### src/rtl/gpmux_pkg.sv
package gpmux_pkg;

  localparam int PORT_W = 8;
  localparam int CS_N   = 4;

  typedef enum logic [2:0] {
    OWN_GPIO, OWN_CAN_A, OWN_TWI0, OWN_CAN_B, OWN_TWI1, OWN_CSEL, OWN_UART
  } owner_e;

  typedef enum logic [1:0] {
    DRV_GPIO, DRV_PUSH, DRV_INPUT, DRV_OPEN
  } drive_e;

  typedef struct packed {
    logic            can_a;
    logic            twi0;
    logic            can_b;
    logic            twi1;
    logic            uart;
    logic [CS_N-1:0] csel;
  } fn_en_t;

  typedef struct packed {
    logic            can_a_tx;
    logic            twi0_scl;
    logic            twi0_sda;
    logic            can_b_tx;
    logic            twi1_scl;
    logic            twi1_sda;
    logic            uart_tx;
    logic [CS_N-1:0] csel;
  } fn_out_t;

  // precedence chain of each pin group
  function automatic owner_e pick_owner(input int idx, input fn_en_t en);
    owner_e r;
    case (idx)
      7, 6: begin
        if (en.can_a)     r = OWN_CAN_A;
        else if (en.twi0) r = OWN_TWI0;
        else if (en.can_b) r = OWN_CAN_B;
        else              r = OWN_GPIO;
      end
      5: r = en.twi1 ? OWN_TWI1 : (en.csel[2] ? OWN_CSEL : OWN_GPIO);
      4: r = en.twi1 ? OWN_TWI1 : (en.csel[0] ? OWN_CSEL : OWN_GPIO);
      2: r = en.csel[1] ? OWN_CSEL : OWN_GPIO;
      1: r = en.uart ? OWN_UART : OWN_GPIO;
      0: r = en.uart ? OWN_UART : (en.csel[3] ? OWN_CSEL : OWN_GPIO);
      default: r = OWN_GPIO;
    endcase
    return r;
  endfunction

  // how the owning function uses the pad
  function automatic drive_e drive_of(input int idx, input owner_e own);
    drive_e r;
    case (own)
      OWN_CAN_A, OWN_CAN_B: r = (idx == 7) ? DRV_PUSH : DRV_INPUT;
      OWN_TWI0, OWN_TWI1:   r = DRV_OPEN;
      OWN_CSEL:             r = DRV_PUSH;
      OWN_UART:             r = (idx == 1) ? DRV_PUSH : DRV_INPUT;
      default:              r = DRV_GPIO;
    endcase
    return r;
  endfunction

  // value the owning function presents to the pin
  function automatic logic value_of(input int idx, input owner_e own,
                                    input fn_out_t fo);
    logic r;
    case (own)
      OWN_CAN_A: r = fo.can_a_tx;
      OWN_CAN_B: r = fo.can_b_tx;
      OWN_TWI0:  r = (idx == 7) ? fo.twi0_scl : fo.twi0_sda;
      OWN_TWI1:  r = (idx == 5) ? fo.twi1_scl : fo.twi1_sda;
      OWN_UART:  r = fo.uart_tx;
      OWN_CSEL: begin
        case (idx)
          5:       r = fo.csel[2];
          4:       r = fo.csel[0];
          2:       r = fo.csel[1];
          default: r = fo.csel[3];
        endcase
      end
      default:   r = 1'b0;
    endcase
    return r;
  endfunction

  // data read: latched value on outputs, pin level on inputs
  function automatic logic [PORT_W-1:0] merge_read(
      input logic [PORT_W-1:0] dir, input logic [PORT_W-1:0] latch,
      input logic [PORT_W-1:0] pin, input logic [PORT_W-1:0] mask);
    return ((dir & latch) | (~dir & pin)) & mask;
  endfunction

endpackage

### src/rtl/gpmux_regs.sv
module gpmux_regs
  import gpmux_pkg::*;
#(
  parameter int               W         = PORT_W,
  parameter logic [W-1:0]     IMPL_MASK = '1
) (
  input  logic         clk,
  input  logic         rst_n,
  input  logic         we,
  input  logic         sel_dir,
  input  logic [W-1:0] wdata,
  input  logic [W-1:0] pin_in,
  output logic [W-1:0] data_q,
  output logic [W-1:0] dir_q,
  output logic [W-1:0] rdata,
  output logic         wr_data_evt,
  output logic         wr_dir_evt
);

  assign wr_data_evt = we && !sel_dir;
  assign wr_dir_evt  = we && sel_dir;

  always_ff @(posedge clk or negedge rst_n) begin
    if (!rst_n) begin
      data_q <= '0;
      dir_q  <= '0;
    end else begin
      if (wr_data_evt) data_q <= wdata & IMPL_MASK;
      if (wr_dir_evt)  dir_q  <= wdata & IMPL_MASK;
    end
  end

  assign rdata = sel_dir ? dir_q : merge_read(dir_q, data_q, pin_in, IMPL_MASK);

endmodule

### src/rtl/gpmux_select.sv
module gpmux_select
  import gpmux_pkg::*;
#(
  parameter int W = PORT_W
) (
  input  fn_en_t               en,
  input  fn_out_t              fo,
  output owner_e [W-1:0]       owner,
  output drive_e [W-1:0]       kind,
  output logic   [W-1:0]       fval
);

  for (genvar i = 0; i < W; i++) begin : g_pin
    always_comb begin
      owner[i] = pick_owner(i, en);
      kind[i]  = drive_of(i, owner[i]);
      fval[i]  = value_of(i, owner[i], fo);
    end
  end

endmodule

### src/rtl/gpmux_pad.sv
module gpmux_pad
  import gpmux_pkg::*;
(
  input  drive_e kind,
  input  logic   fval,
  input  logic   gpio_d,
  input  logic   gpio_dir,
  output logic   out,
  output logic   oe,
  output logic   od
);

  always_comb begin
    case (kind)
      DRV_PUSH: begin
        out = fval; oe = 1'b1; od = 1'b0;
      end
      DRV_INPUT: begin
        out = 1'b0; oe = 1'b0; od = 1'b0;
      end
      DRV_OPEN: begin
        out = 1'b0; oe = ~fval; od = 1'b1;
      end
      default: begin
        out = gpio_d; oe = gpio_dir; od = 1'b0;
      end
    endcase
  end

endmodule

### src/rtl/gpmux_route.sv
module gpmux_route
  import gpmux_pkg::*;
(
  input  owner_e own7,
  input  owner_e own6,
  input  owner_e own5,
  input  owner_e own4,
  input  owner_e own0,
  input  logic   pin7,
  input  logic   pin6,
  input  logic   pin5,
  input  logic   pin4,
  input  logic   pin0,
  output logic   can_a_rx,
  output logic   can_b_rx,
  output logic   twi0_scl_i,
  output logic   twi0_sda_i,
  output logic   twi1_scl_i,
  output logic   twi1_sda_i,
  output logic   uart_rx
);

  // receive lines idle high while another function holds the pin
  assign can_a_rx   = (own6 == OWN_CAN_A) ? pin6 : 1'b1;
  assign can_b_rx   = (own6 == OWN_CAN_B) ? pin6 : 1'b1;
  assign twi0_scl_i = (own7 == OWN_TWI0)  ? pin7 : 1'b1;
  assign twi0_sda_i = (own6 == OWN_TWI0)  ? pin6 : 1'b1;
  assign twi1_scl_i = (own5 == OWN_TWI1)  ? pin5 : 1'b1;
  assign twi1_sda_i = (own4 == OWN_TWI1)  ? pin4 : 1'b1;
  assign uart_rx    = (own0 == OWN_UART)  ? pin0 : 1'b1;

endmodule

### src/rtl/gpmux_port.sv
module gpmux_port
  import gpmux_pkg::*;
#(
  parameter int                  W         = PORT_W,
  parameter logic [PORT_W-1:0]   IMPL_MASK = 8'hF7
) (
  input  logic            clk,
  input  logic            rst_n,
  input  logic            bus_we,
  input  logic            bus_sel_dir,
  input  logic [W-1:0]    bus_wdata,
  output logic [W-1:0]    bus_rdata,
  input  logic [W-1:0]    pin_in,
  output logic [W-1:0]    pad_out,
  output logic [W-1:0]    pad_oe,
  output logic [W-1:0]    pad_od,
  input  logic            en_can_a,
  input  logic            can_a_tx,
  output logic            can_a_rx,
  input  logic            en_twi0,
  input  logic            twi0_scl_o,
  input  logic            twi0_sda_o,
  output logic            twi0_scl_i,
  output logic            twi0_sda_i,
  input  logic            en_can_b,
  input  logic            can_b_tx,
  output logic            can_b_rx,
  input  logic            en_twi1,
  input  logic            twi1_scl_o,
  input  logic            twi1_sda_o,
  output logic            twi1_scl_i,
  output logic            twi1_sda_i,
  input  logic [CS_N-1:0] cs_en,
  input  logic [CS_N-1:0] cs_val,
  input  logic            en_uart,
  input  logic            uart_tx,
  output logic            uart_rx
);

  localparam logic [W-1:0] MASK = IMPL_MASK[W-1:0];

  logic [W-1:0]   data_q;
  logic [W-1:0]   dir_q;
  logic           wr_data_evt;
  logic           wr_dir_evt;
  fn_en_t         en;
  fn_out_t        fo;
  owner_e [W-1:0] owner;
  drive_e [W-1:0] kind;
  logic   [W-1:0] fval;

  assign en = '{can_a: en_can_a, twi0: en_twi0, can_b: en_can_b,
                twi1: en_twi1, uart: en_uart, csel: cs_en};
  assign fo = '{can_a_tx: can_a_tx, twi0_scl: twi0_scl_o, twi0_sda: twi0_sda_o,
                can_b_tx: can_b_tx, twi1_scl: twi1_scl_o, twi1_sda: twi1_sda_o,
                uart_tx: uart_tx, csel: cs_val};

  gpmux_regs #(.W(W), .IMPL_MASK(MASK)) u_regs (
    .clk         (clk),
    .rst_n       (rst_n),
    .we          (bus_we),
    .sel_dir     (bus_sel_dir),
    .wdata       (bus_wdata),
    .pin_in      (pin_in),
    .data_q      (data_q),
    .dir_q       (dir_q),
    .rdata       (bus_rdata),
    .wr_data_evt (wr_data_evt),
    .wr_dir_evt  (wr_dir_evt)
  );

  gpmux_select #(.W(W)) u_select (
    .en    (en),
    .fo    (fo),
    .owner (owner),
    .kind  (kind),
    .fval  (fval)
  );

  for (genvar i = 0; i < W; i++) begin : g_pad
    gpmux_pad u_pad (
      .kind     (kind[i]),
      .fval     (fval[i]),
      .gpio_d   (data_q[i]),
      .gpio_dir (dir_q[i]),
      .out      (pad_out[i]),
      .oe       (pad_oe[i]),
      .od       (pad_od[i])
    );
  end

  gpmux_route u_route (
    .own7       (owner[7]),
    .own6       (owner[6]),
    .own5       (owner[5]),
    .own4       (owner[4]),
    .own0       (owner[0]),
    .pin7       (pin_in[7]),
    .pin6       (pin_in[6]),
    .pin5       (pin_in[5]),
    .pin4       (pin_in[4]),
    .pin0       (pin_in[0]),
    .can_a_rx   (can_a_rx),
    .can_b_rx   (can_b_rx),
    .twi0_scl_i (twi0_scl_i),
    .twi0_sda_i (twi0_sda_i),
    .twi1_scl_i (twi1_scl_i),
    .twi1_sda_i (twi1_sda_i),
    .uart_rx    (uart_rx)
  );

endmodule

### config.mk
export PLATFORM = sky130hd
export DESIGN_NAME = gpmux_port
export DESIGN_NICKNAME = d
export VERILOG_FILES = /design/src/rtl/gpmux_pkg.sv /design/src/rtl/gpmux_regs.sv /design/src/rtl/gpmux_select.sv /design/src/rtl/gpmux_pad.sv /design/src/rtl/gpmux_route.sv /design/src/rtl/gpmux_port.sv
export SDC_FILE = /design/constraint.sdc
export NUM_CORES = 1
export LEC_CHECK = 0
export BUFFER_PORTS_ARGS = -buffer_cell sky130_fd_sc_hd__buf_2
export CAP_MARGIN = 25
export CORE_ASPECT_RATIO = 1.1
export CORE_MARGIN = 8
export CORE_UTILIZATION = 41
export CTS_CLUSTER_DIAMETER = 60
export CTS_CLUSTER_SIZE = 30
export DETAILED_ROUTE_END_ITERATION = 12
export GPL_TIMING_DRIVEN = 1
export PLACE_DENSITY_LB_ADDON = 0.05
export SYNTH_ARGS = -nofsm -noshare
export SYNTH_HDL_FRONTEND = slang
export SYNTH_SLANG_ARGS = --single-unit
### constraint.sdc
create_clock -name clk -period 1.4 [get_ports clk]
set_input_delay 0.28 -clock clk [delete_from_list [all_inputs] [get_ports clk]]
set_output_delay 0.28 -clock clk [all_outputs]
set_load 0.005 [all_outputs]
==> results.json, run 1 <==
{
  "status": "complete, but fails checks",
  "violations": "negative setup slack",
  "rows": 19,
  "cp-end-kind": "output pin",
  "port_buffers": 69,
  "die_area_sq_um": 4610,
  "path_clk_slew_ns": 0.08,
  "timing.fmax_mhz": 640,
  "yosys.cell_types.count": 24,
  "track_usage": 0.119,
  "area_growth_pct": 27.1,
  "p_total_mw": 1.15,
  "max_cap_violations": 0,
  "instances_no_fill": 203,
  "seqCellArea_sq_um": 350,
  "vias_per_cell": 4.75,
  "ys_ff_latch": 14,
  "initial_core_util": 0.438,
  "fin_nets": 214,
  "grt_max_degree": 17,
  "peakVddDrop_v": 0.000599,
  "pwr_density_cell_nw_per_um2": 822,
  "die_width_um": 65.5,
  "post-place-cells": 195,
  "grt_pass1_vias": 1009,
  "first_iter_violations": 26,
  "min_period_over_period": 1.12,
  "avgSynthCellArea_sq_um": 9.52,
  "layout-drive-gt1-share": 0.587,
  "cts_tree": "built",
  "multiInputGateArea_sq_um": 578,
  "final_cell_mix": "buf_2, nand2b_1, dfrtp_1",
  "fin_worst_skew_ns": 0,
  "ys_seq_area_frac": 0.317,
  "yosysWarningCount": 0,
  "root_buffer": "clkbuf_4",
  "core-area_sq_um": 2520,
  "ioPinCount": 79,
  "htreeDepth": 1,
  "clock_latency_ns": 0.27,
  "mostFrequentLayoutCell": "buf_2",
  "clock-sinks": 14,
  "worstHoldPathType": "input port to flop",
  "syn_area_sq_um": 1100,
  "die_h_um": 70.4,
  "vias": 964,
  "place_congestion": 0.790,
  "critical_path_class": "flop to output pin",
  "grt_pass1_wl_mm": 4.57,
  "finalWorstSetupSlack_ns": -0.163,
  "hpwlAfterDp_mm": 2.36,
  "crit_fanout": 2,
  "final_max_slew_viol_count": 0,
  "leakage_nw": 0.720,
  "worstPathArrival_ns": 1.28,
  "wl_per_cell_um": 13.8,
  "syn-instance-count": 116,
  "setup_viol": 3,
  "period_needed_ns": 1.56,
  "drt_wl_total_mm": 2.81,
  "diodes": 0,
  "hold_viol_final": 0,
  "whs_ns": 0.247,
  "fin_util": 0.557,
  "cts_buffers": 3,
  "startpoint_type": "flop",
  "route.detailed.drc": 0,
  "fillCellCount": 246,
  "clock_path_buffers": 2,
  "final_antenna_net_count": 0,
  "grt_overflow": 0,
  "crit_required_ns": 1.12,
  "drt-pass1-iter-count": 2,
  "rsz0062_at_grt": "true",
  "antenna_found_initial": 0
}
cell type report:
| class | instances | share of cell area |
|---|---|---|
| multi-input cells | 78 | 0.412 |
| repair buffers | 77 | 0.295 |
| flip-flops and latches | 14 | 0.250 |
| well taps | 31 | 0.0276 |
| clock buffers | 3 | 0.0160 |
flip-flops by register name, indices dropped and copies added (netlist names):
name / flops
u_regs.data_q: 7
u_regs.dir_q: 7
metrics by stage:
stage	setup WS (ns)	cell area, sq um	setup TNS, ns
6_report	-0.163	1400	-0.280
5_1_grt	-0.201	1400	-0.611
3_5_place_dp	0.0641	1320	0
2_1_floorplan	0.106	1130	0
3_3_place_gp	0.0816	1320	0
4_1_cts	-0.170	1370	-0.266
synth_stat cells, drive strengths merged:
cell,count,area share
o21ai,14,0.063
mux2i,4,0.036
or2,2,0.011
dfrtp,14,0.32
or4b,1,0.0091
nor4b,1,0.0079
or3,1,0.0057
nand2,3,0.012
o31ai,1,0.0068
a21o,1,0.0068
clkbuf,3,0.010
nand2b,14,0.079
mux2,16,0.19
nor2,5,0.017
nor3,2,0.0091
buf,27,0.18
nor2b,2,0.011
a21oi,3,0.014
or3b,1,0.0079
conb,1,0.0034
logic make-up after synthesis:
| group | share of synthesized area |
|---|---|
| other cells | 0.00339 |
| buf+inv | 0.195 |
| simple gates | 0.171 |
| flops | 0.317 |
| mux | 0.223 |
| compound gates | 0.0906 |
critical path, stage by stage, from the launching register on:
cell and delay, ns:
dfrtp_1 0.39, or3_1 0.35, a21o_1 0.16, buf_2 0.12
final timing paths:
check                                             start                           end  slack (ns)  depth (start not counted)
hold / removal                             bus_wdata[2]  u_regs.data_q[2]$_DFFE_PN0P_        0.25                          2
setup reg to reg            u_regs.dir_q[7]$_DFFE_PN0P_   u_regs.dir_q[7]$_DFFE_PN0P_        0.39                          3
setup / recovery            u_regs.dir_q[7]$_DFFE_PN0P_                     pad_oe[7]       -0.16                          3
min in group asynchronous                         rst_n   u_regs.dir_q[2]$_DFFE_PN0P_        0.42                          2
max in group asynchronous                         rst_n  u_regs.data_q[1]$_DFFE_PN0P_        0.75                          2
hold reg to reg            u_regs.data_q[2]$_DFFE_PN0P_  u_regs.data_q[2]$_DFFE_PN0P_        0.54                          1
routing by layer:
metal | GRT usage | vias to the layer above | share of wire | routed length (um)
li1 | - | 476 | - | -
met4 | 0.0413 | 0 | 0.012 | 33
met5 | 0 | - | 0 | 0
met2 | 0.225 | 39 | 0.53 | 1500
met3 | 0.0351 | 6 | 0.096 | 271
met1 | 0.117 | 443 | 0.36 | 1010
report_power, final:
part	internal [mW]	switching, mW	total, mW
Sequential	0.464	0.0493	0.514
Combinational	0.251	0.166	0.418
Clock	0.0995	0.123	0.222
Total	0.815	0.338	1.15
timing repair:
action,CTS,global route
buffers inserted,2,2
resized for setup,0,12
endpoints found under the hold margin,14,0
hold buffers,1,0
setup endpoints to repair,2,10
pin swaps,3,0
Power figures use the tool's default switching activity.
==> inputs of run 2 (changes only) <==
--- a/config.mk
+++ b/config.mk
@@ -15,6 +15,7 @@
 export DETAILED_ROUTE_END_ITERATION = 12
 export GPL_TIMING_DRIVEN = 1
 export PLACE_DENSITY_LB_ADDON = 0.05
+export RECOVER_POWER = 25
 export SYNTH_ARGS = -nofsm -noshare
 export SYNTH_HDL_FRONTEND = slang
 export SYNTH_SLANG_ARGS = --single-unit
==> constraint.sdc (replaced) <==
create_clock -name clk -period 1.7 [get_ports clk]
set_input_delay 0.34 -clock clk [delete_from_list [all_inputs] [get_ports clk]]
set_output_delay 0.34 -clock clk [all_outputs]
set_load 0.005 [all_outputs]
==> run 2 against run 1 <==
  * Critical endpoint unchanged
  * Critical path type unchanged
  * Total power shrank 16%
  * Clock power grew 5%
  * Register-to-register slack gained 0.42 ns
  * Sequential cell count is the same
  * Worst hold slack gained 0.063 ns
  * Clock-buffer cell count grew 1
  * Routed wire length shrank 2.0%
  * Via count shrank 0.73%
  * Die area is the same
  * Sequential share of layout area grew 0.73 points
  * Final cell count shrank 1.5%
  * The flow now finishes without violations
==> results.json, run 2 (synthesis results as in run 1) <==
{
  "die_width_um": 65.5,
  "cts_buffers": 3,
  "final_antenna_net_count": 0,
  "cts_tree": "built",
  "clock-sinks": 14,
  "htreeDepth": 1,
  "max_slew.worst_pin.slew_ns": 0.741,
  "cp_cell_sequence": "or3_1, a21o_1, buf_2",
  "drt_wl_total_mm": 2.76,
  "p_total_mw": 0.968,
  "first_iter_violations": 5,
  "place_congestion": 0.775,
  "peakVddDrop_v": 0.000567,
  "route.detailed.drc": 0,
  "track_usage": 0.119,
  "finalSetupTns_ns": 0,
  "rows": 19,
  "final_cell_mix": "buf_2, nand2b_1, o21ai_0, dfrtp_1, mux2_2",
  "cts-resized-gates": 0,
  "fin_worst_skew_ns": 0,
  "whs_ns": 0.310,
  "core-area_sq_um": 2520,
  "max_slew_margin": 0.506,
  "clock_latency_ns": 0.27,
  "hold_viol_final": 0,
  "crit_fanout": 3,
  "hpwlAfterDp_mm": 2.35,
  "layout-drive-gt1-share": 0.556,
  "cp.depth": 3,
  "die_h_um": 70.4,
  "path_delay_family": "flip-flops",
  "die_area_sq_um": 4610,
  "instances_no_fill": 200,
  "vias": 957,
  "grt_overflow": 0,
  "root_buffer": "clkbuf_4",
  "min_period_over_period": 0.971,
  "crit_slowest_cell": "dfrtp_1",
  "antenna_found_initial": 0,
  "reg_top3": "u_regs.data_q x7, u_regs.dir_q x7",
  "post-place-cells": 194,
  "setup_viol": 0,
  "crit_buf_inv": 1,
  "worstHoldPathType": "input port to flop",
  "final_max_slew_viol_count": 0,
  "status": "complete, no violations",
  "reg2regPathDepth": 2,
  "initial_core_util": 0.438,
  "timing.fmax_mhz": 606,
  "crit_required_ns": 1.36,
  "cp-end-kind": "output pin",
  "diodes": 0,
  "fillCellCount": 241,
  "max_cap_violations": 0,
  "path_clk_slew_ns": 0.09,
  "leakage_nw": 0.698,
  "grt_pass1_wl_mm": 4.59,
  "pwr_density_cell_nw_per_um2": 710,
  "startpoint_type": "flop",
  "port_buffers": 69,
  "fin_nets": 210,
  "area_growth_pct": 23.4,
  "holdPathStages": 2,
  "vias_per_cell": 4.79,
  "clock_path_buffers": 2,
  "grt_pass1_vias": 1051,
  "wl_per_cell_um": 13.8,
  "drt-pass1-iter-count": 2,
  "ioPinCount": 79,
  "worstPathArrival_ns": 1.31,
  "grt_max_degree": 17,
  "critical_path_class": "flop to output pin",
  "mostFrequentLayoutCell": "buf_2",
  "rsz0062_at_grt": "false",
  "period_needed_ns": 1.65,
  "slowest_delay_ns": 0.40
}
run 2: changes by cell type in the layout (fill, tap and decap cells not counted), sizes merged:
cell / change
clkbuf: +2
buf: -5
run 2: worst paths after layout:
| kind | to | slack (ns) | start |
|---|---|---|---|
| worst max-delay path | pad_oe[7] | 0.05 | u_regs.dir_q[7]$_DFFE_PN0P_ |
| worst min-delay path | u_regs.data_q[2]$_DFFE_PN0P_ | 0.31 | bus_wdata[2] |
| worst max register to register | u_regs.dir_q[7]$_DFFE_PN0P_ | 0.81 | u_regs.dir_q[7]$_DFFE_PN0P_ |
| worst min register to register | u_regs.data_q[4]$_DFFE_PN0P_ | 0.54 | u_regs.data_q[4]$_DFFE_PN0P_ |
| max in group asynchronous | u_regs.data_q[6]$_DFFE_PN0P_ | 0.60 | rst_n |
| min in group asynchronous | u_regs.data_q[2]$_DFFE_PN0P_ | 0.63 | rst_n |
run 2: area by class of cell:
type	instances	area (sq um)	share of cell area
clock buffer	4	36.3	0.0266
multi-input combinational	78	562	0.412
sequential	14	350	0.257
tap	31	38.8	0.0284
timing repair buffer	73	377	0.276
run 2: routing by layer:
metal	global-route usage	vias up	wire length, um
met5	0	-	0
met3	0.0367	2	256
met1	0.111	455	960
li1	-	466	-
met4	0.0340	0	10
met2	0.233	34	1530
run 2: repair_timing:
item | in CTS | in global routing
setup endpoints to repair | 0 | 1
hold endpoints to repair | 14 | 0
setup buffers | 0 | 1
hold buffers | 1 | 0
run 2: stage by stage:
stage | setup WS [ns] | cell area (sq um) | util
finish | 0.0487 | 1360 | 0.541
CTS | 0.00631 | 1360 | 0.539
global route | 0.00449 | 1360 | 0.541
global placement | 0.241 | 1310 | 0.520
detailed placement | 0.233 | 1310 | 0.520
floorplan | 0.346 | 1130 | -
run 2: worst reg2reg max path, cell delays in order (launching register included):
cell and delay (ns):
dfrtp_1 0.40, buf_4 0.14, mux2_2 0.25
run 2: power by group:
part | total [mW] | switching (mW) | internal [mW]
combinational | 0.312 | 0.129 | 0.183
clock | 0.234 | 0.104 | 0.130
sequential | 0.422 | 0.0396 | 0.382
total | 0.968 | 0.272 | 0.696
==> inputs of run 3 (changes only) <==
--- a/config.mk
+++ b/config.mk
@@ -5,14 +5,13 @@
 export SDC_FILE = /design/constraint.sdc
 export NUM_CORES = 1
 export LEC_CHECK = 0
-export BUFFER_PORTS_ARGS = -buffer_cell sky130_fd_sc_hd__buf_2
 export CAP_MARGIN = 25
 export CORE_ASPECT_RATIO = 1.1
 export CORE_MARGIN = 8
-export CORE_UTILIZATION = 41
+export CORE_UTILIZATION = 62
 export CTS_CLUSTER_DIAMETER = 60
-export CTS_CLUSTER_SIZE = 30
 export DETAILED_ROUTE_END_ITERATION = 12
+export DONT_BUFFER_PORTS = 1
 export GPL_TIMING_DRIVEN = 1
 export PLACE_DENSITY_LB_ADDON = 0.05
 export RECOVER_POWER = 25
==> constraint.sdc (replaced) <==
create_clock -name clk -period 1.7 [get_ports clk]
set_input_delay 0.17 -clock clk [delete_from_list [all_inputs] [get_ports clk]]
set_output_delay 0.17 -clock clk [all_outputs]
set_load 0.005 [all_outputs]
==> run 3 against run 2 <==
  * Sequential cell count did not move
  * Register-to-register slack improved by 0.09 ns
  * First-iteration DRC count rose to 5.0 times the previous value
  * Highest routed layer unchanged
  * Sequential share of layout area rose by 10 points
  * Final cell count fell by 42%
  * Routed wire length fell by 20%
  * Clock-buffer cell count did not move
  * Global-route usage rose by 0.91 points
==> results.json, run 3 (synthesis results as in run 1) <==
{
  "status": "complete, no violations",
  "track_usage": 0.128,
  "p_clk_frac": 0.277,
  "diodes": 0,
  "root_buffer": "clkbuf_4",
  "die_width_um": 56.3,
  "antenna_found_initial": 0,
  "fin_nets": 139,
  "max_slew.worst_pin.slew_ns": 0.601,
  "met3_usage": 0.0616,
  "fin_util": 0.565,
  "crit_fanout": 4,
  "pwr-share-comb": 0.208,
  "cts_setup_buffers": 0,
  "min_period_over_period": 0.835,
  "p_switching_mw": 0.214,
  "drt-pass1-iter-count": 3,
  "placed_cell_area_sq_um": 942,
  "rows": 16,
  "port_buffers": 0,
  "worstHoldStart": "bus_wdata[2]",
  "grt_pass1_vias": 762,
  "instances_no_fill": 116,
  "peakVddDrop_v": 0.000543,
  "grt_max_degree": 17,
  "clock-sinks": 14,
  "path_clk_slew_ns": 0.08,
  "hpwlAfterDp_mm": 1.82,
  "timing.rr.start": "u_regs.data_q[7]$_DFFE_PN0P_",
  "fin_area_sq_um": 973,
  "worstPathArrival_ns": 1.25,
  "met1_usage": 0.128,
  "worstHoldPathType": "input port to flop",
  "finalSetupTns_ns": 0,
  "area_growth_pct": -11.9,
  "post-place-cells": 111,
  "crit_required_ns": 1.53,
  "rsz0062_at_grt": "false",
  "p_seq_frac": 0.515,
  "initial_core_util": 0.642,
  "critical_path_class": "flop to output pin",
  "core-area_sq_um": 1720,
  "whs_ns": 0.0338,
  "grt_pass1_wl_mm": 3.57,
  "p_total_mw": 0.819,
  "max_slew_margin": 0.598,
  "p_int_mw": 0.606,
  "layout-drive-gt1-share": 0.204,
  "final_cell_mix": "nand2b_1, o21ai_0, dfrtp_1",
  "place_congestion": 0.653,
  "timing.fmax_mhz": 704,
  "setup_viol": 0,
  "htreeDepth": 1,
  "pwr_density_cell_nw_per_um2": 842,
  "leakage_nw": 0.407,
  "die_h_um": 60.3,
  "finalWorstSetupSlack_ns": 0.280,
  "cts_tree": "built",
  "startpoint_type": "flop",
  "die_area_sq_um": 3390,
  "dpl_worst_slack_ns": 0.581,
  "cp-startpoint": "u_regs.dir_q[7]$_DFFE_PN0P_",
  "cts_buffers": 3,
  "clock_path_buffers": 2,
  "fillCellCount": 168,
  "first_iter_violations": 25,
  "vias_per_cell": 5.86,
  "ioPinCount": 79,
  "grt_overflow": 0,
  "clock_latency_ns": 0.27,
  "period_needed_ns": 1.42,
  "drt_wl_total_mm": 2.20,
  "cp-end-kind": "output pin",
  "hold_viol_final": 0,
  "grtUsageMet2": 0.225,
  "fin_worst_skew_ns": 0,
  "grt.busiest_layer": "met2",
  "swShare": 0.261,
  "route.detailed.drc": 0,
  "vias": 680,
  "wl_per_cell_um": 18.9,
  "final_antenna_net_count": 0,
  "reg_top3": "u_regs.data_q x7, u_regs.dir_q x7",
  "max_cap_violations": 0,
  "final_max_slew_viol_count": 0
}
run 3: cell types whose count changed in the layout (fill, tap and decap cells not counted), sizes merged:
| cell | change |
|---|---|
| buf | -70 |
| clkbuf | -1 |
run 3: cell type report:
type / instances / area (sq um) / area share
Timing Repair Buffer: 2 / 17.5 / 0.0180
Clock buffer: 4 / 36.3 / 0.0373
Tap cell: 18 / 22.5 / 0.0231
Sequential cell: 14 / 350 / 0.360
Multi-Input combinational cell: 78 / 547 / 0.562
run 3: final timing paths:
check | slack [ns] | cells after the start | endpoint
min | 0.03 | 1 | u_regs.data_q[2]$_DFFE_PN0P_
max | 0.28 | 2 | pad_oe[7]
max reg2reg | 0.90 | 1 | u_regs.data_q[7]$_DFFE_PN0P_
min reg2reg | 0.52 | 1 | u_regs.data_q[2]$_DFFE_PN0P_
min in group asynchronous | 0.34 | 1 | u_regs.dir_q[0]$_DFFE_PN0P_
max in group asynchronous | 0.97 | 1 | u_regs.dir_q[4]$_DFFE_PN0P_
run 3: critical path, cell delays in order (launching register included):
cell	delay (ns)
dfrtp_1	0.41
or3_1	0.37
a21o_1	0.20
run 3: what timing repair did:
item                                   CTS  global route
endpoints found under the hold margin   14             0
hold buffers                             1             0
gates resized for setup                  0             0
run 3: power groups by stage:
stage	Combinational (mW)	Sequential [mW]	Clock [mW]
3_5_place_dp	0.178	0.429	0
5_1_grt	0.195	0.431	0.263
3_3_place_gp	0.175	0.426	0
6_report	0.171	0.422	0.227
2_1_floorplan	0.222	0.415	0
4_1_cts	0.187	0.423	0.243
run 3: per-layer routing:
layer | wire (um) | up-vias
met2 | 1150 | 36
met1 | 781 | 317
met4 | 13 | 0
met5 | 0 | -
li1 | - | 325
met3 | 255 | 2
